--- config.mk ---
export PLATFORM = sky130hd
export DESIGN_NAME = xstate_gate
export DESIGN_NICKNAME = d
export VERILOG_FILES = /design/src/rtl/xg_pkg.sv /design/src/rtl/xg_stack_seq.sv /design/src/rtl/xg_code_match.sv /design/src/rtl/xstate_gate.sv
export SDC_FILE = /design/constraint.sdc
export NUM_CORES = 1
export LEC_CHECK = 0
export ABC_AREA = 1
export BUFFER_PORTS_ARGS = -buffer_cell sky130_fd_sc_hd__clkbuf_2
export CORE_UTILIZATION = 54
export CTS_BUF_LIST = sky130_fd_sc_hd__clkbuf_16
export DETAILED_ROUTE_END_ITERATION = 7
export PLACE_DENSITY = 0.89
export SLEW_MARGIN = 20
export SYNTH_ARGS = -nofsm -noshare
export SYNTH_HDL_FRONTEND = slang
export SYNTH_SLANG_ARGS = --single-unit
--- constraint.sdc ---
create_clock -name clk -period 5.9 [get_ports clk]
set_input_delay 0 -clock clk [delete_from_list [all_inputs] [get_ports clk]]
set_output_delay 0 -clock clk [all_outputs]
set_load 0.005 [all_outputs]
--- src/rtl/xg_pkg.sv ---
package xg_pkg;
   typedef enum logic [1:0] {
      SQ_IDLE  = 2'd0,
      SQ_BEAT0 = 2'd1,
      SQ_BEAT1 = 2'd2
   } seq_state_t;
endpackage

--- src/rtl/xg_stack_seq.sv ---
module xg_stack_seq #(
   parameter int          SW       = 10,
   parameter logic [31:0] SP_RESET = 32'h2000_0040
) (
   input  logic          clk,
   input  logic          rst_n,
   input  logic          start_push,
   input  logic          start_pop,
   input  logic [31:0]   push_ret,
   input  logic [SW-1:0] push_status,
   output logic          active,
   output logic          dir_push,
   output logic          last_ack,
   output logic [31:0]   pop_ret,
   output logic [SW-1:0] pop_status,
   output logic          stk_req,
   output logic          stk_we,
   output logic [31:0]   stk_addr,
   output logic [31:0]   stk_wdata,
   input  logic          stk_ack,
   input  logic [31:0]   stk_rdata
);
   import xg_pkg::*;

   localparam logic [31:0] FRAME_BYTES = 32'd8;

   seq_state_t    st_q;
   logic          push_q;
   logic [31:0]   sp_q;
   logic [31:0]   ret_q;
   logic [SW-1:0] status_q;

   assign active   = (st_q != SQ_IDLE);
   assign dir_push = push_q;
   assign stk_req  = active;
   assign stk_we   = active & push_q;
   assign last_ack = (st_q == SQ_BEAT1) & stk_ack;
   assign pop_ret  = stk_rdata;
   assign pop_status = status_q;

   always_comb begin
      stk_addr  = sp_q;
      stk_wdata = '0;
      if (push_q) begin
         if (st_q == SQ_BEAT0) begin
            stk_addr  = sp_q - 32'd4;
            stk_wdata = ret_q;
         end else begin
            stk_addr  = sp_q - FRAME_BYTES;
            stk_wdata = {{(32-SW){1'b0}}, status_q};
         end
      end else if (st_q == SQ_BEAT1) begin
         stk_addr = sp_q + 32'd4;
      end
   end

   always_ff @(posedge clk or negedge rst_n) begin
      if (!rst_n) begin
         st_q     <= SQ_IDLE;
         push_q   <= 1'b0;
         sp_q     <= SP_RESET;
         ret_q    <= '0;
         status_q <= '0;
      end else begin
         unique case (st_q)
            SQ_IDLE: begin
               if (start_push) begin
                  st_q     <= SQ_BEAT0;
                  push_q   <= 1'b1;
                  ret_q    <= push_ret;
                  status_q <= push_status;
               end else if (start_pop) begin
                  st_q   <= SQ_BEAT0;
                  push_q <= 1'b0;
               end
            end
            SQ_BEAT0: begin
               if (stk_ack) begin
                  st_q <= SQ_BEAT1;
                  if (!push_q) status_q <= stk_rdata[SW-1:0];
               end
            end
            SQ_BEAT1: begin
               if (stk_ack) begin
                  st_q   <= SQ_IDLE;
                  push_q <= 1'b0;
                  sp_q   <= push_q ? (sp_q - FRAME_BYTES) : (sp_q + FRAME_BYTES);
               end
            end
            default: st_q <= SQ_IDLE;
         endcase
      end
   end

   // a beat without acknowledge keeps its request stable
   a_r6_hold_beat: assert property (@(posedge clk) disable iff (!rst_n)
      (stk_req && !stk_ack) |=> (stk_req && $stable(stk_addr) && $stable(stk_wdata) && $stable(stk_we)));

   // stack pointer moves by one frame per finished sequence
   a_r5_sp_step: assert property (@(posedge clk) disable iff (!rst_n)
      (last_ack && push_q) |=> (sp_q == $past(sp_q) - FRAME_BYTES));
endmodule

--- src/rtl/xg_code_match.sv ---
module xg_code_match #(
   parameter logic [31:0] RET_CODE   = 32'hFEFF_FFFF,
   parameter logic [31:0] MARKER     = 32'hE97F_E97F,
   parameter bit          GATE_CHECK = 1'b1
) (
   input  logic [31:0] pc_value,
   input  logic [31:0] fetch_word,
   output logic        is_ret,
   output logic        gate_ok
);
   assign is_ret = (pc_value == RET_CODE);

   generate
      if (GATE_CHECK) begin : g_check
         assign gate_ok = (fetch_word == MARKER);
      end else begin : g_open
         logic unused_fetch;
         assign unused_fetch = ^fetch_word;
         assign gate_ok = 1'b1 | unused_fetch;
      end
   endgenerate
endmodule

--- src/rtl/xstate_gate.sv ---
module xstate_gate #(
   parameter int          EXC_W      = 9,
   parameter int          MAX_FRAMES = 4,
   parameter logic [31:0] RET_CODE   = 32'hFEFF_FFFF,
   parameter logic [31:0] MARKER     = 32'hE97F_E97F,
   parameter logic [31:0] SP_RESET   = 32'h2000_0040,
   parameter bit          GATE_CHECK = 1'b1
) (
   input  logic             clk,
   input  logic             rst_n,
   input  logic             call_req,
   input  logic             call_tgt_bit0,
   input  logic [31:0]      call_ret_addr,
   input  logic [EXC_W-1:0] call_exc,
   input  logic             call_fp,
   input  logic             pc_load,
   input  logic [31:0]      pc_value,
   input  logic             entry_req,
   input  logic [31:0]      fetch_word,
   output logic             stk_req,
   output logic             stk_we,
   output logic [31:0]      stk_addr,
   output logic [31:0]      stk_wdata,
   input  logic             stk_ack,
   input  logic [31:0]      stk_rdata,
   output logic             busy,
   output logic             secure,
   output logic [31:0]      link_out,
   output logic             resume_valid,
   output logic [31:0]      resume_pc,
   output logic [EXC_W-1:0] resume_exc,
   output logic             resume_fp,
   output logic             sec_fault
);
   localparam int SW = EXC_W + 1;
   localparam int DW = $clog2(MAX_FRAMES + 1);
   localparam logic [DW-1:0] DEPTH_FULL = DW'(MAX_FRAMES);

   initial begin
      if (EXC_W < 1 || EXC_W > 30) $error("xstate_gate: EXC_W out of range");
      if (MAX_FRAMES < 1) $error("xstate_gate: MAX_FRAMES must be positive");
      if (SP_RESET[2:0] != 3'b000) $error("xstate_gate: SP_RESET must be 8-byte aligned");
   end

   logic          secure_q, fault_q, rv_q, rfp_q;
   logic [31:0]   link_q, rpc_q;
   logic [EXC_W-1:0] rexc_q;
   logic [DW-1:0] depth_q;

   logic          seq_active, seq_push, seq_last;
   logic [31:0]   pop_ret;
   logic [SW-1:0] pop_status;
   logic          is_ret, gate_ok;

   logic idle, call_ok, do_push, push_full, ret_hit, do_pop, ret_empty;
   logic entry_hit, entry_bad;

   assign idle      = ~seq_active;
   assign call_ok   = idle & call_req & ~call_tgt_bit0 & secure_q;
   assign push_full = call_ok & (depth_q == DEPTH_FULL);
   assign do_push   = call_ok & (depth_q != DEPTH_FULL);
   assign ret_hit   = idle & ~call_req & pc_load & is_ret;
   assign do_pop    = ret_hit & (depth_q != '0);
   assign ret_empty = ret_hit & (depth_q == '0);
   assign entry_hit = idle & ~call_req & ~pc_load & entry_req & ~secure_q;
   assign entry_bad = entry_hit & ~gate_ok;

   xg_code_match #(
      .RET_CODE  (RET_CODE),
      .MARKER    (MARKER),
      .GATE_CHECK(GATE_CHECK)
   ) u_match (
      .pc_value  (pc_value),
      .fetch_word(fetch_word),
      .is_ret    (is_ret),
      .gate_ok   (gate_ok)
   );

   xg_stack_seq #(
      .SW      (SW),
      .SP_RESET(SP_RESET)
   ) u_seq (
      .clk        (clk),
      .rst_n      (rst_n),
      .start_push (do_push),
      .start_pop  (do_pop),
      .push_ret   (call_ret_addr),
      .push_status({call_fp, call_exc}),
      .active     (seq_active),
      .dir_push   (seq_push),
      .last_ack   (seq_last),
      .pop_ret    (pop_ret),
      .pop_status (pop_status),
      .stk_req    (stk_req),
      .stk_we     (stk_we),
      .stk_addr   (stk_addr),
      .stk_wdata  (stk_wdata),
      .stk_ack    (stk_ack),
      .stk_rdata  (stk_rdata)
   );

   always_ff @(posedge clk or negedge rst_n) begin
      if (!rst_n) begin
         secure_q <= 1'b1;
         link_q   <= '0;
         depth_q  <= '0;
         fault_q  <= 1'b0;
         rv_q     <= 1'b0;
         rpc_q    <= '0;
         rexc_q   <= '0;
         rfp_q    <= 1'b0;
      end else begin
         fault_q <= push_full | ret_empty | entry_bad;
         rv_q    <= 1'b0;
         if (entry_hit && gate_ok) secure_q <= 1'b1;
         if (seq_last) begin
            if (seq_push) begin
               secure_q <= 1'b0;
               link_q   <= RET_CODE;
               depth_q  <= depth_q + 1'b1;
            end else begin
               secure_q <= 1'b1;
               depth_q  <= depth_q - 1'b1;
               rv_q     <= 1'b1;
               rpc_q    <= pop_ret;
               rexc_q   <= pop_status[EXC_W-1:0];
               rfp_q    <= pop_status[EXC_W];
            end
         end
      end
   end

   assign busy         = seq_active;
   assign secure       = secure_q;
   assign link_out     = link_q;
   assign resume_valid = rv_q;
   assign resume_pc    = rpc_q;
   assign resume_exc   = rexc_q;
   assign resume_fp    = rfp_q;
   assign sec_fault    = fault_q;

   // the non-secure state is only reachable with a saved frame
   a_r4_ns_has_frame: assert property (@(posedge clk) disable iff (!rst_n)
      !secure_q |-> (depth_q != '0));

   // a restore always lands in the secure state
   a_r8_resume_secure: assert property (@(posedge clk) disable iff (!rst_n)
      resume_valid |-> secure);

   // fault is a single-cycle pulse
   a_r9_fault_pulse: assert property (@(posedge clk) disable iff (!rst_n)
      sec_fault |=> !sec_fault);

   // a full frame store starts no stack access
   a_r13_full_no_push: assert property (@(posedge clk) disable iff (!rst_n)
      push_full |=> !stk_req);

   // a call with target bit 0 set starts nothing
   a_r2_bit0_ignored: assert property (@(posedge clk) disable iff (!rst_n)
      (idle && call_req && call_tgt_bit0) |=> (!busy && $stable(link_out)));
endmodule

==> impl_metrics.tcl <==
set metrics [dict create \
    final_common_cell "nand2_1" \
    rr_endpoint "resume_pc[6]$_DFFE_PN0P_" \
    cts_made_buffers 17 \
    area_growth_pct 34.22 \
    layout-drive-gt1-share_pct 23.07 \
    first_pass_iters 5 \
    chipHeight_um 121.9 \
    die-area_mm2 0.01487 \
    maxCapViolations 0 \
    htreeDepth 4 \
    grt_max_degree 75 \
    powerDensity_mw_per_mm2 396.5 \
    period_share_pct 58.03 \
    hpwl_mm 16.37 \
    initial_core_util_pct 55.75 \
    io_pins 289 \
    place_area_mm2 0.008950 \
    io_buffers 285 \
    min_path_type "in -> reg" \
    wl_per_cell_um 17.11 \
    fin_worst_skew_ps 11.70 \
    crit_start "u_seq.st_q[0]$_DFFE_PN0P_" \
    grt_pass1_vias 9143 \
    worst_ep_arrival_time_ps 3680 \
    hp-start "pc_value[8]" \
    synth.cell_area_mm2 0.007769 \
    status "completed" \
    clk_path_buf_depth 2 \
    vias 9264 \
    synth_seq_cells 123 \
    clock_latency_ps 430 \
    fin_area_mm2 0.01043 \
    synthMuxAreaShare_pct 0 \
    hold_viol 0 \
    cp-end-kind "flip-flop" \
    r2r_start "u_seq.st_q[0]$_DFFE_PN0P_" \
    drc 0 \
    cts_tree "done" \
    cts.sinks 123 \
    clk_pin_slew_worst_paths_ps 60 \
    synth_top_family_by_area "simple AND/OR/NAND/NOR gates" \
    grt_pass1_wl_mm 45.04 \
    grt_overflow 0 \
    ys_types 33 \
    final_cell_mix "nand2_1 (418), clkbuf_2 (284), nor2_1 (138), inv_1 (138), dfrtp_1 (120)" \
    synth.yosys.seq_area_share_pct 39.67 \
    syn_inst 1166 \
    worst_slew_pin_slew_ps 1103 \
    cp.required_ps 6160 \
    die_w_um 121.9 \
    core_mm2 0.01393 \
    drt_wl_total_mm 28.59 \
    path_class "reg -> reg" \
    rows 43 \
    r2r_slack_ps 2480 \
    finalCriticalPeriod_ps 3424 \
    rr_worst_depth 8 \
    timing.slew.headroom_pct 26.49 \
    setup_viol_count_final 0 \
    cts_resized 0 \
    fmax_mhz 292.1 \
    synth_fa_ha_area_share_pct 0.9019 \
    gr-usage-all-layers_pct 39.55 \
    crit_end "resume_pc[6]$_DFFE_PN0P_" \
    syn_area_per_cell_um2 6.663 \
    p_leak_nw 5.716 \
    drv_slew 0 \
    yosysWarnings 0 \
    synth_compound_area_share_pct 7.586 \
    max-vdd-ir-drop_mv 0.2942 \
    fillCellCount 957 \
    holdBufCountCts 85 \
    drtIter0Drc 987 \
    yosys.area_share.simple_pct 35.13 \
    antenna_left 0 \
    rsz0062_at_grt "false" \
    final_nets 1628 \
    diodes 0 \
    start_kind "flip-flop" \
    clock_tree.root_cell "clkbuf_16" \
    antenna_found_initial 0 \
    postCtsSetupRepairBufs 0 \
    routabilityCongestion 0.9533 \
    path_max_fanout 62 \
    via_per_inst 5.544 \
    setup-tns-final_ps 0 \
    synthXorXnorAreaFrac_pct 3.382 \
]
## metrics by stage
| stage | hold WS, ps | std cells | power (W) | setup slack, ps | util [%] |
|---|---|---|---|---|---|
| final | 82.17 | 1671 | 0.004135 | 2476 | 74.83 |
| after global routing | 101.4 | 1671 | 0.004318 | 2327 | 74.83 |
| after CTS | 8.820 | 1671 | 0.003935 | 2596 | 74.80 |
| after detailed placement | 54.41 | 1554 | 0.002762 | 2633 | 64.23 |
| after global placement | 52.40 | 1554 | 0.002698 | 2858 | 64.23 |
| after floorplan | -295.6 | 1168 | 0.002279 | 4058 | - |
## how the worst min path moves through the flow
| stage | endpoint | cells after the start |
|---|---|---|
| finish | u_seq.dir_push$_DFFE_PN0P_ | 8 |
| global route | u_seq.pop_status[6]$_DFFE_PN0P_ | 5 |
| CTS | u_seq.pop_status[6]$_DFFE_PN0P_ | 5 |
| detailed placement | u_seq.sp_q[20]$_DFFE_PN0P_ | 1 |
| global placement | u_seq.sp_q[20]$_DFFE_PN0P_ | 1 |
| floorplan | depth_q[0]$_DFFE_PN0P_ | 0 |
## flip-flops by register name (all words and copies together), names as in the netlist
name              count
u_seq.pop_status     10
resume_pc            32
link_out              1
resume_fp             1
secure                1
sec_fault             1
u_seq.st_q            2
u_seq.dir_push        1
u_seq.sp_q           29
depth_q               3
u_seq.ret_q          32
resume_valid          1
resume_exc            9
## per-layer routing
metal	global-route usage [%]	wire, um
met5	0	0
met4	26.00	1906
met3	10.63	2902
met2	63.98	13470
met1	46.15	10310
## cells in the mapped netlist
cell type    n  area share, %
o21ai_1      8           0.52
nand2_2      2           0.16
dfrtp_1    120             39
nor3_1       9           0.58
dfstp_2      3            1.0
buf_4       39            3.8
nor2_4       5           0.72
clkinv_1     1          0.048
clkbuf_1    14           0.68
nor2_1     139            6.7
a21oi_2      1           0.11
nand2_1    419             20
buf_6        2           0.29
a21oi_1     14           0.90
or2_2        1          0.081
clkbuf_2     1          0.064
inv_1      137            6.6
inv_2        5           0.24
conb_1       1          0.048
nand3b_1     2           0.19
xor2_1      29            3.3
nand3_1     56            3.6
nand3_2      1           0.13
nor2_2       6           0.48
buf_2       23            1.5
nor3b_1      2           0.19
ha_1         4           0.64
nor4_2       1           0.16
fa_1         1           0.26
o21ai_0     94            6.1
nand4_1     23            1.9
buf_1        2          0.097
xnor2_1      1           0.11
## layout make-up
cell class	instances	area (um^2)	area share, %
clock inverter	15	196.4	1.884
timing repair buffer	372	2295	22.01
sequential	123	3082	29.55
multi-input combinational	821	3667	35.17
inverter	143	536.8	5.148
clock buffer	17	425.4	4.080
tap	180	225.2	2.160
## worst max-delay path, cell delays in order (launching register included)
cell and delay (ps):
dfrtp_1 440, nor2_2 160, inv_2 60, nor2_4 730, inv_2 390, nor2_4 540
inv_2 530, nand2_1 220, o21ai_0 140
## power by group
group | leakage, nW | total [W] | switching [W] | internal [W]
logic | 3.90 | 0.00155 | 0.00101 | 0.000549
registers | 1.51 | 0.00145 | 0.000280 | 0.00117
clock network | 0.303 | 0.00113 | 0.000425 | 0.000707
## cells by family after synthesis
kind of cell / count (synthesis)
adders and majority gates: 5
AOI/OAI and AO/OA: 117
xor gates and xnor gates: 30
DFF: 123
buffers and inverters: 224
and+or+nand+nor: 666
other: 1
No activity file was read; power rests on OpenSTA's default activity.
